### config.mk
export PLATFORM = sky130hd
export DESIGN_NAME = scl_sync_gen
export DESIGN_NICKNAME = d
export VERILOG_FILES = /design/src/rtl/scl_sync_pkg.sv /design/src/rtl/scl_line_sync.sv /design/src/rtl/scl_phase_timer.sv /design/src/rtl/scl_phase_ctrl.sv /design/src/rtl/scl_sync_gen.sv
export SDC_FILE = /design/constraint.sdc
export NUM_CORES = 1
export LEC_CHECK = 0
export ABC_AREA = 1
export BUFFER_PORTS_ARGS = -buffer_cell sky130_fd_sc_hd__buf_2
export CORE_MARGIN = 5
export CORE_UTILIZATION = 33
export CTS_CLUSTER_SIZE = 16
export DETAILED_ROUTE_END_ITERATION = 12
export GPL_TIMING_DRIVEN = 0
export PLACE_DENSITY = 0.51
export REMOVE_ABC_BUFFERS = 1
export SYNTH_ARGS = -nofsm -noshare
export SYNTH_HDL_FRONTEND = slang
export SYNTH_HIERARCHICAL = 1
export SYNTH_SLANG_ARGS = --single-unit
### constraint.sdc
create_clock -name clk -period 5.9 [get_ports clk]
set_clock_uncertainty 0.2 [all_clocks]
set_input_delay 0.59 -clock clk [delete_from_list [all_inputs] [get_ports clk]]
set_output_delay 0.59 -clock clk [all_outputs]
set_load 0.005 [all_outputs]
### src/rtl/scl_sync_pkg.sv
package scl_sync_pkg;

   typedef enum logic [1:0] {
      PH_IDLE = 2'd0,   // disabled, line released
      PH_WAIT = 2'd1,   // released, waiting for the line to read high
      PH_HIGH = 2'd2,   // released, counting own high phase
      PH_LOW  = 2'd3    // driving low, counting own low phase
   } phase_e;

endpackage

### src/rtl/scl_line_sync.sv
module scl_line_sync #(
   parameter int STAGES = 2
) (
   input  logic clk,
   input  logic rst_n,
   input  logic din,
   output logic level,
   output logic rise
);
   if (STAGES < 2) begin : g_bad_stages
      $error("scl_line_sync: STAGES must be at least 2");
   end

   logic [STAGES-1:0] chain;
   logic              prev;

   // the idle bus is high, so the chain resets to ones
   always_ff @(posedge clk) begin
      if (!rst_n) begin
         chain <= '1;
         prev  <= 1'b1;
      end else begin
         chain <= {chain[STAGES-2:0], din};
         prev  <= chain[STAGES-1];
      end
   end

   assign level = chain[STAGES-1];
   assign rise  = level & ~prev;

   assert_rise_single_R6: assert property (@(posedge clk) disable iff (!rst_n)
      rise |=> !rise);

endmodule

### src/rtl/scl_phase_timer.sv
module scl_phase_timer #(
   parameter int CNT_W = 8
) (
   input  logic             clk,
   input  logic             rst_n,
   input  logic             clr,
   input  logic             load,
   input  logic [CNT_W-1:0] load_val,
   output logic [CNT_W-1:0] cnt,
   output logic             done
);
   localparam logic [CNT_W-1:0] ONE = CNT_W'(1);

   always_ff @(posedge clk) begin
      if (!rst_n)            cnt <= '0;
      else if (clr)          cnt <= '0;
      else if (load)         cnt <= load_val;
      else if (cnt != '0)    cnt <= cnt - ONE;
   end

   assign done = (cnt == '0);

   // a phase of N counts lasts exactly N clocks
   assert_count_down_R2: assert property (@(posedge clk) disable iff (!rst_n)
      (!clr && !load && cnt != '0) |=> (cnt == $past(cnt) - ONE));

endmodule

### src/rtl/scl_phase_ctrl.sv
module scl_phase_ctrl
   import scl_sync_pkg::*;
#(
   parameter int CNT_W = 8,
   parameter int LAT   = 3
) (
   input  logic             clk,
   input  logic             rst_n,
   input  logic             enable,
   input  logic             bus_lvl,
   input  logic             tmr_done,
   input  logic [CNT_W-1:0] low_count,
   input  logic [CNT_W-1:0] high_count,
   output phase_e           phase,
   output logic             tmr_clr,
   output logic             tmr_load,
   output logic [CNT_W-1:0] tmr_val
);
   if ((2 ** CNT_W) <= LAT + 1) begin : g_bad_width
      $error("scl_phase_ctrl: CNT_W too narrow for the line latency");
   end

   localparam logic [CNT_W-1:0] LAT_V = CNT_W'(LAT);
   localparam logic [CNT_W-1:0] ONE   = CNT_W'(1);
   localparam logic [CNT_W-1:0] TWO   = CNT_W'(2);

   // remaining count once the line latency has already elapsed
   function automatic logic [CNT_W-1:0] after_lat(input logic [CNT_W-1:0] x);
      return (x > LAT_V) ? (x - LAT_V - ONE) : '0;
   endfunction

   phase_e nxt;

   always_comb begin
      nxt      = phase;
      tmr_clr  = 1'b0;
      tmr_load = 1'b0;
      tmr_val  = '0;
      if (!enable) begin
         nxt     = PH_IDLE;
         tmr_clr = 1'b1;
      end else begin
         unique case (phase)
            PH_IDLE: nxt = PH_WAIT;
            PH_WAIT: begin
               if (bus_lvl) begin
                  nxt      = PH_HIGH;
                  tmr_load = 1'b1;
                  tmr_val  = after_lat(high_count);
               end
            end
            PH_HIGH: begin
               if (!bus_lvl) begin
                  // another device ended the high phase
                  nxt      = PH_LOW;
                  tmr_load = 1'b1;
                  tmr_val  = after_lat(low_count);
               end else if (tmr_done) begin
                  nxt      = PH_LOW;
                  tmr_load = 1'b1;
                  tmr_val  = low_count - ONE;
               end
            end
            PH_LOW: begin
               if (tmr_done) nxt = PH_WAIT;
            end
            default: nxt = PH_IDLE;
         endcase
      end
   end

   always_ff @(posedge clk) begin
      if (!rst_n) phase <= PH_IDLE;
      else        phase <= nxt;
   end

   assert_off_idle_R7: assert property (@(posedge clk) disable iff (!rst_n)
      !enable |=> (phase == PH_IDLE));

   assert_wait_no_drive_R8: assert property (@(posedge clk) disable iff (!rst_n)
      (phase == PH_WAIT && enable) |=> (phase != PH_LOW));

   assert_cut_short_R5: assert property (@(posedge clk) disable iff (!rst_n)
      (phase == PH_HIGH && enable && !bus_lvl) |=> (phase == PH_LOW));

   assert_min_count_R3: assert property (@(posedge clk) disable iff (!rst_n)
      enable |-> (low_count >= TWO && high_count >= TWO));

endmodule

### src/rtl/scl_sync_gen.sv
module scl_sync_gen
   import scl_sync_pkg::*;
#(
   parameter int CNT_W       = 8,
   parameter int SYNC_STAGES = 2
) (
   input  logic             clk,
   input  logic             rst_n,
   input  logic             enable,
   input  logic [CNT_W-1:0] low_count,
   input  logic [CNT_W-1:0] high_count,
   input  logic             scl_in,
   output logic             scl_drive_low,
   output logic             wait_high,
   output logic             sample_stb
);
   // synchronizer stages plus one decision clock
   localparam int LAT = SYNC_STAGES + 1;

   logic             bus_lvl;
   logic             bus_rise;
   logic             tmr_clr;
   logic             tmr_load;
   logic             tmr_done;
   logic [CNT_W-1:0] tmr_val;
   logic [CNT_W-1:0] tmr_cnt;
   phase_e           phase;

   scl_line_sync #(.STAGES(SYNC_STAGES)) u_sync (
      .clk   (clk),
      .rst_n (rst_n),
      .din   (scl_in),
      .level (bus_lvl),
      .rise  (bus_rise)
   );

   scl_phase_timer #(.CNT_W(CNT_W)) u_timer (
      .clk      (clk),
      .rst_n    (rst_n),
      .clr      (tmr_clr),
      .load     (tmr_load),
      .load_val (tmr_val),
      .cnt      (tmr_cnt),
      .done     (tmr_done)
   );

   scl_phase_ctrl #(.CNT_W(CNT_W), .LAT(LAT)) u_ctrl (
      .clk        (clk),
      .rst_n      (rst_n),
      .enable     (enable),
      .bus_lvl    (bus_lvl),
      .tmr_done   (tmr_done),
      .low_count  (low_count),
      .high_count (high_count),
      .phase      (phase),
      .tmr_clr    (tmr_clr),
      .tmr_load   (tmr_load),
      .tmr_val    (tmr_val)
   );

   assign scl_drive_low = enable && (phase == PH_LOW);
   assign wait_high     = enable && (phase == PH_WAIT) && !bus_lvl;
   assign sample_stb    = enable && (phase != PH_IDLE) && bus_rise;

   assert_wait_excl_R8: assert property (@(posedge clk) disable iff (!rst_n)
      wait_high |=> !scl_drive_low);

   assert_stb_single_R6: assert property (@(posedge clk) disable iff (!rst_n)
      sample_stb |=> !sample_stb);

   assert_idle_counter_R7: assert property (@(posedge clk) disable iff (!rst_n)
      !enable |=> (tmr_cnt == '0));

endmodule

# After elaboration in Yosys (flattened, before gate mapping)
# Cells that the tools add are included.
totals:
  out_inout_bits: 3
  reg_bits: 13
  in_bits: 20
  wordCells: 51
op_classes:
  magnitude_cmp: 2
  n_eq_ne: 6
  bitwise: 2
  n_addsub: 6
  mux: 18
  n_reduce_logical: 13
op_table:
  columns: ["operator", "n"]
  rows:
  - ["two-way mux 8 bit", 7]
  - ["subtractor 8 x 1 -> 8 bit, second input constant", 4]
  - ["greater-than comparator 8 x 2 -> 1 bit, second input constant", 2]
  - ["case mux 8 bit (2 select lines)", 1]
  - ["subtractor 8 x 2 -> 8 bit, second input constant", 2]
  - ["logical NOT 8 bit", 1]
  - ["two-way mux 2 bit", 4]
  - ["case mux 2 bit (4 select lines)", 1]
  - ["nonzero test 8 bit", 1]
  - ["logical AND 1 bit", 5]
  - ["== test 2 bit, second input constant", 2]
  - ["two-way mux 1 bit", 4]
  - ["nonzero test 2 bit", 2]
  - ["inequality test 3 bit, second input constant", 1]
  - ["AND reduction 3 bit", 1]
  - ["== test 2 x 1 -> 1 bit, second input constant", 1]
  - ["logical NOT 2 bit", 1]
  - ["inequality test 2 x 1 -> 1 bit, second input constant", 1]
  - ["inequality test 2 bit, second input constant", 1]
  - ["case mux 1 bit (2 select lines)", 1]
  - ["AND reduction 2 bit", 1]
  - ["AND 1 bit", 1]
  - ["logical NOT 1 bit", 1]
  - ["NOT 1 bit", 1]

# Depth between registers and ports, before layout
# Gate-level depths: netlist of run 1.
depth:
  depth_word: 6
  mapped_depth: 16
  depth_no_buf: 16

# Cells and area by module
# The synthesis of run 1 kept the hierarchy.
modules_own_cells:
  columns: ["mod", "seq_area_each_um2", "n_inst", "cells_each", "area_per_inst_um2"]
  rows:
  - ["scl_phase_ctrl", 40.0, 1, 146, 789.5]
  - ["scl_phase_timer", 160.2, 1, 84, 554.3]
  - ["scl_line_sync", 60.1, 1, 10, 88.8]
  - ["scl_sync_gen", 0.0, 1, 9, 33.8]

# Worst setup path after synthesis of run 1
# Ideal clock, no wire load.
synth_timing:
  path_type: "register to register"
  from: "reg u_timer.cnt[0]"
  to: "reg u_timer.cnt[6]"
  required_time_ns: 5.586
  stages_incl_launch_ff: 15
  arrival_ns: 2.079
  setup_time_ns: 0.114
  synth_period_minus_slack_ns: 2.393
  n_path_buf: 0
  path_slack_ns: 3.507
  cell_sequence: "dfxtp_1 > inv_1 > ha_1 > inv_1 > nor2_4 > nand3_2 > inv_2 > nand2_1 > inv_1 > o21ai_1 > a21oi_1 > inv_2 > or2_2 > nand2_1 > nor2_1"
synth_between:
  elab_chain_cells: 6
  word_cells_on_any_way: 13
  classes_between: "1 x add/sub; 9 x mux; 3 x reduce/logical"
synth_rtl:
  columns: ["item", "line", "rtl"]
  rows:
  - ["from (decl)", "scl_phase_timer.sv:9", "output logic [CNT_W-1:0] cnt,"]
  - ["from (signal assigned)", "scl_phase_timer.sv:17", "else if (load) cnt <= load_val;"]
  - ["from (signal assigned)", "scl_phase_timer.sv:18", "else if (cnt != '0) cnt <= cnt - ONE;"]
  - ["logical NOT 8 bit (*)", "scl_phase_timer.sv:21", "assign done = (cnt == '0);"]
  - ["via tmr_done", "scl_sync_gen.sv:24", "logic tmr_done;"]
  - ["two-way mux 1 bit (*)", "scl_phase_ctrl.sv:58", "end else if (tmr_done) begin"]
  - ["two-way mux 1 bit (*)", "scl_phase_ctrl.sv:53", "if (!bus_lvl) begin"]
  - ["case mux 1 bit (2 select lines) (*)", "scl_phase_ctrl.sv:43", "unique case (phase)"]
  - ["two-way mux 1 bit (*)", "scl_phase_ctrl.sv:39", "if (!enable) begin"]
  - ["via tmr_load", "scl_sync_gen.sv:23", "logic tmr_load;"]
  - ["two-way mux 8 bit / nonzero test 2 bit (equally long branches)", null, null]
# The timed path passes the listed nets; every way through them passes the cells marked *. The select of a mux whose other input is x is not followed.
# A chain may end at the register's enable or synchronous reset.

# Final worst setup path of run 1
# Same ends and word-level chain as after synthesis.

==> impl_results.md, run 1 <==
- Largest net degree at the start of global routing: 15
- Avg Cell Area, Syn: 5.89 µm²
- Die area: slightly below 6000 µm²
- Crit. End Element: register
- Fin crit share: around half
- CTS sink cnt: 13
- CP peak stage delay: 450 ps
- PD cells: between 400 and 500 nW/µm²
- #FFs+latches synth: 13
- DP HPWL: ~3000 µm
- Startpoint Class: register
- DRC: 0
- Core ar.: about 4300 µm²
- Final WL: about 3600 µm
- Max-slew violation count: 0
- Sw Ratio: 51.1%
- Initial antenna violation count: 0
- First drt pass iteration count: 4
- Clock-pin slew on the worst setup and hold paths: 60 ps
- Mapped cell area: 1470 µm²
- Final setup TNS: 0 ps
- Detailed Route Iter0 Violations: between 70 and 80
- Final setup viols: 0
- Count leader, synth: nand2_1
- RSZ-0062 raised after global routing: no
- TritonCTS clock tree: yes
- IO buf count: 22
- Post-synth top cells: nand2_1, inv_1, nor2_1, nand3_1, a21oi_1
- Worst Path Class, Setup: register to register
- Xor/xnor share of the synthesized area: under 10%
- R2r worst-path depth: 14
- Sequential area share after synthesis: roughly 18%
- Multiplexer share of the synthesized area: 0%
- Area growth syn-to-layout: 13.8%
- Static leakage: approximately 0.00083 µW
- Site Rows: 24
- Reg area: ~260 µm²
- First-pass GRT wire length: 6300 µm
- Post-route minimum period: 2920 ps
- Vias in the first global route: roughly 1500
- Reg2reg start: u_timer/cnt[0]
- CTS root buffer: clkbuf_8
- Post-Synth Adder-Cell Area: under 10%
- Aggregate global routing overflow: 0
- Worst path cell trace: inv_1, ha_1, inv_1, nor2_4, nand3_2, inv_2, nand2_1, inv_1, o21ai_1, a21oi_1, inv_2, or2_2, nand2_1, nor2_1
- Post-synth EDFFs: 0
- Final weighted congestion in routability-driven placement: slightly below 0.8
- Final instance area: about 1700 µm²
- Fillers: about 510
- Worst-Skew Late Latency: about 240 ps
- Starting Density: 33.9%
- Post-synth ARST share: 0%
- Die Y: between 70 and 80 µm
- Outcome: completed
- Worst Hold Launch: u_sync/chain[0]
- CTS resizes: 0
- Worst Hold Endpoint: u_sync/chain[1]
- Area after DPL: about 1600 µm²
- Slew HR: between 60% and 70%
- Ports: 23
- Area leader, netlist: dfxtp_1
- Largest family of logic cells by synthesized area: simple AND/OR/NAND/NOR gates
- Multi-input gate area: about 1000 µm²
- Max Cap Viol: 0
- Nets: ~300
- Antenna Nets Post-Route: 0
- Setup Buffers After CTS: 0
- Wirelength per Cell: ~11 µm
- Crit path DAT: 2860 ps
- Slew @ Worst Pin: ~540 ps
- Sequential share of power: between 20% and 30%
- GRT Overall Usage: about an eighth
- Top post-synthesis cells by area: dfxtp_1, nand2_1, inv_1
- Share of the synthesized area in the top cell type: 17.7%
- Main synth FF type: dfxtp_1
- Layout cells sized above 1: about a fifth
- Die Wd: around 77 µm
- Worst reg2reg endpoint: u_timer/cnt[6]
- Post-synthesis instance total: between 200 and 250
- Combinational Power Share: around two thirds
- Ys Warns: 6
- H-tree Lvls: 1
- Total number of vias: around 1600
- Final Hold Fails: 0
- Vias per cell: between 4 and 5
- N_diodes: 0
- Total CTS buffers: 3
- Simple-Gate Fraction of Synth Area: 44.6%
- Power Internal: 328 µW
- CP most frequent cell: inv_1
- Compound-Gate Fraction of Synth Area: 15.3%
- Sw power: between 300 and 400 µW
- Clock network fraction of design power: between 10% and 20%
- Post-synth cell types: 32
- R2r setup slk: a little under 3000 ps
- Critical path fanouts, max: 14
- Fmax: 342 MHz
- Crit-path slowest cell: a21oi_1
- CTS max path bufs: 2
- Hold_buf cts: 0
- Hold Path Depth: 2
- Req. time, crit path: roughly 6000 ps
- Peak supply drop: 143 µV
- HP Class: register to register
[cell families after synthesis]
kind of cell	Yosys count
AOI/OAI and AO/OA	39
DFF	13
and+or+nand+nor	140
adders and majority gates	10
buffers and inverters	44
xor gates and xnor gates	3
[placed cells by master, fill, tap and decap left out]
cell | netlist | routed
nand3_4 | 1 | 1
clkinv_2 | 0 | 1
o31ai_1 | 1 | 1
inv_1 | 35 | 35
o211ai_2 | 1 | 1
nand4_1 | 4 | 4
buf_2 | 0 | 22
dfxtp_1 | 13 | 13
clkbuf_8 | 0 | 3
nor3_1 | 1 | 1
or2_0 | 1 | 1
or2_1 | 4 | 4
xor2_1 | 2 | 2
nand3b_1 | 2 | 2
nand4_2 | 1 | 1
a21oi_1 | 16 | 16
xnor2_1 | 1 | 1
ha_1 | 10 | 10
o21ai_1 | 9 | 9
a21oi_2 | 2 | 2
or2_2 | 2 | 2
o21ai_2 | 1 | 1
nor2_1 | 31 | 31
a22oi_1 | 2 | 2
nor2_2 | 5 | 5
inv_2 | 7 | 7
nand2_1 | 61 | 61
nor2_4 | 2 | 2
nand3_1 | 22 | 22
nand3_2 | 2 | 2
nand2_2 | 1 | 1
a211oi_1 | 1 | 1
o21ai_0 | 6 | 6
[worst max path at each step]
| stage | endpoint | cells past startpoint | start | slack [ps] |
|---|---|---|---|---|
| after floorplan | u_timer/cnt[6] | 14 | u_timer/cnt[0] | 3420 |
| after global placement | u_timer/cnt[6] | 14 | u_timer/cnt[0] | 2930 |
| after detailed placement | u_timer/cnt[6] | 14 | u_timer/cnt[0] | 2930 |
| after CTS | u_timer/cnt[6] | 14 | u_timer/cnt[0] | 2920 |
| after global routing | u_timer/cnt[6] | 14 | u_timer/cnt[0] | 2670 |
| final | u_timer/cnt[6] | 14 | u_timer/cnt[0] | 2980 |
[power groups by stage]
stage / sequential, µW / combinational, µW / clock (µW)
global placement: 153 / 442 / 0
CTS: 151 / 442 / 85.4
global route: 156 / 510 / 88.2
detailed placement: 152 / 441 / 0
floorplan: 145 / 359 / 0
finish: 151 / 438 / 80.8
[per-stage QoR]
step	power, µW	util, %	std cells	hold slack, ps	setup slack (ps)
global placement	594	37.5	321	185	2930
CTS	678	38.6	325	211	2920
detailed placement	594	37.5	321	196	2930
floorplan	504	-	247	180	3420
global route	754	38.6	325	242	2670
finish	669	38.6	325	210	2980
[critical path, delay by kind of cell, from the launching register on]
family / cells / cell delay, ps
flip-flops: 1 / 320
buffers and inverters: 5 / 720
AO/OA/AOI/OAI: 2 / 630
AND/OR/NAND/NOR: 6 / 700
adder cells (fa/ha/maj): 1 / 230
[flip-flops by register name, indices dropped and copies added, names as in the netlist]
register and flops:
u_sync/chain 2, u_ctrl/phase 2, u_timer/cnt 8, u_sync/prev 1
[per-layer routing]
| layer | GRT usage (%) | wire, µm |
|---|---|---|
| met2 | 19.9 | 1580 |
| met5 | 0 | 0 |
| met1 | 17.2 | 1850 |
| met4 | 1.92 | 14 |
| met3 | 3.16 | 164 |
[layout make-up]
class                           instances  share of cell area (%)
Sequential cell                        13                    15.6
Clock buffer                            3                    2.47
Timing Repair Buffer                   22                    6.60
Multi-Input combinational cell        192                    61.7
Inverter                               42                    9.45
Clock inverter                          1                   0.300
Tap cell                               52                    3.90
Power figures use the tool's default switching activity.
==> inputs of run 2 (changes only) <==
PLACE_DENSITY = 0.53   (was 0.51)
clock period = 2.54 ns   (was 5.9 ns; I/O delays follow)
==> impl_results.md, run 2 (synthesized netlist as in run 1, its figures left out) <==
- Outcome: completed
- GRT Overall Usage: 11.8% (-0.73 points)
- Sw Ratio: 49.9% (-1.2 points)
- Site Rows: 24 (unchanged)
- Final setup TNS: 0 ps (unchanged)
- Aggregate global routing overflow: 0 (unchanged)
- Final Hold Fails: 0 (unchanged)
- Area after DPL: 1620 µm² (unchanged)
- Power Internal: 834 µW (+150%)
- Most common cell after layout, fill and taps aside: nand2_1
- IO buf count: 22 (unchanged)
- Combinational Power Share: 67.6% (+2.2 points)
- Final instance area: 1710 µm² (+2.5%)
- CTS sink cnt: 13 (unchanged)
- RSZ-0062 raised after global routing: yes
- Setup Slack @ Placement: -405 ps (-3340 ps)
- Vias in the first global route: 1413 (-4.3%)
- Startpoint Class: register
- Clock network fraction of design power: 11.3% (-0.8 points)
- Area growth syn-to-layout: 16.7%
- Static leakage: 0.000845 µW (+2.3%)
- Post-route minimum period: 2370 ps (-550 ps)
- Die Wd: 76.7 µm (unchanged)
- Clock-pin slew on the worst setup and hold paths: 60 ps (about the same)
- DP HPWL: 2900 µm (-3.7%)
- Commonest cells after routing, fill and taps aside: nand2_1, inv_1, nor2_1
- Slew @ Worst Pin: 519 ps (-17.9 ps)
- Worst setup margin: 170 ps (-2810 ps)
- Crit. End Element: register
- Slew HR: 65.3% (+1.2 points)
- Crit path DAT: 2310 ps (-550 ps)
- Fillers: 505 (-0.39%)
- Die Y: 76.7 µm (unchanged)
- Final WL: 3570 µm (-1.3%)
- Die area: 5880 µm² (unchanged)
- First-pass GRT wire length: 6040 µm (-4.2%)
- Largest net degree at the start of global routing: 15 (unchanged)
- N_diodes: 0 (unchanged)
- Post-Layout Cell Count: 329 (+1.2%)
- Placed instance count: 321 (unchanged)
- Req. time, crit path: 2480 ps (-3360 ps)
- Initial antenna violation count: 0 (unchanged)
- DRC: 0 (unchanged)
- CTS root buffer: clkbuf_8
- HP Class: input port to register
- First drt pass iteration count: 4 (unchanged)
- Total number of vias: 1567 (unchanged)
- TritonCTS clock tree: yes
- Final weighted congestion in routability-driven placement: 0.812 (+3.9%)
- Wirelength per Cell: 10.8 µm (-2.5%)
- Starting Density: 33.9% (unchanged)
- H-tree Lvls: 1 (unchanged)
- Max-slew violation count: 0 (unchanged)
- Nets: 308 (+1.3%)
- PD cells: 972 nW/µm² (+140%)
- Core ar.: 4320 µm² (unchanged)
- Biggest register: u_timer/cnt
- Max reg flops: 8 (unchanged)
- CTS max path bufs: 2 (unchanged)
- Fmax: 422 MHz (+23%)
- Detailed Route Iter0 Violations: 128 (+78%)
- Worst-Skew Late Latency: 240 ps (about the same)
- Layout cells sized above 1: 20.9% (+2.3 points)
- Total CTS buffers: 3 (unchanged)
- Ports: 23 (unchanged)
- Sequential share of power: 21.1% (-1.4 points)
- Vias per cell: 4.76 (-1.2%)
- Max Cap Viol: 0 (unchanged)
- Final setup viols: 0 (unchanged)
- Peak supply drop: 498 µV (+250%)
- Worst Path Class, Setup: register to register
- Biggest regs: u_timer/cnt: 8 flops, u_ctrl/phase: 2 flops, u_sync/chain: 2 flops
- Critical path fanouts, max: 14 (unchanged)
- Sw power: 829 µW (+140%)
- Fin crit share: 93.3% (+44 points)
- Antenna Nets Post-Route: 0 (unchanged)
==> run 2: cell count changes in the layout (fill, tap and decap cells not counted) <==
cell	delta
inv_4	+1
o21ai_2	+1
o21ai_1	-1
inv_1	-2
buf_4	+3
a21oi_2	+1
a21oi_1	-1
inv_2	+1
dlygate4sd3_1	+1
==> run 2: critical path: stages, from the launching register on <==
cell	delay [ps]
dfxtp_1	330
inv_2	100
ha_1	200
inv_1	80
nor2_4	110
nand3_2	90
inv_2	80
nand2_1	80
inv_2	130
o21ai_2	110
a21oi_2	240
inv_4	120
or2_2	290
nand2_1	70
nor2_1	30
==> run 2: per-stage QoR <==
| stage | total power [µW] | hold slack, ps | utilization, % |
|---|---|---|---|
| 2_1_floorplan | 1170 | 123 | - |
| 3_3_place_gp | 1370 | 187 | 37.5 |
| 3_5_place_dp | 1380 | 196 | 37.5 |
| 4_1_cts | 1580 | 19.7 | 39.1 |
| 5_1_grt | 1860 | 41.7 | 39.6 |
| 6_report | 1660 | 19.5 | 39.6 |
==> run 2: final timing paths <==
| path | start | endpoint | slack [ps] | cells past startpoint |
|---|---|---|---|---|
| setup / recovery | u_timer/cnt[0] | u_timer/cnt[6] | 170 | 14 |
| hold reg to reg | u_sync/chain[0] | u_sync/chain[1] | 200 | 2 |
| hold / removal | rst_n | u_sync/chain[0] | 20 | 2 |
| setup reg to reg | u_timer/cnt[0] | u_timer/cnt[6] | 170 | 14 |
==> run 2: area by class of cell <==
class                      count  area, µm²  area share, %
multi-input combinational    192       1040           60.6
sequential                    13        260           15.2
inverter                      42        160           9.36
timing repair buffer          26        143           8.33
tap                           52       65.1           3.80
clock buffer                   3       41.3           2.41
clock inverter                 1       5.00          0.292
==> run 2: power groups by stage <==
stage                     logic [µW]  registers, µW  clock network [µW]
after detailed placement        1020            354                   0
after global routing            1290            364                 205
after CTS                       1040            350                 194
final                           1130            351                 188
after floorplan                  835            336                   0
after global placement          1020            353                   0
==> run 2: metal layers <==
metal	global-route usage, %	share of wire (%)	vias to the layer above
met5	0	0	-
met4	1.05	0.14	0
li1	-	-	856
met1	16.4	51	687
met3	3.28	4.9	2
met2	18.7	44	22
==> run 2: repair_timing <==
action | 4_1_cts | 5_1_grt
hold buffers | 1 | 0
setup endpoints to repair | 8 | 8
gates resized for setup | 3 | 2
hold endpoints to repair | 1 | 0
setup buffers | 1 | 2
pin swaps | 1 | 1
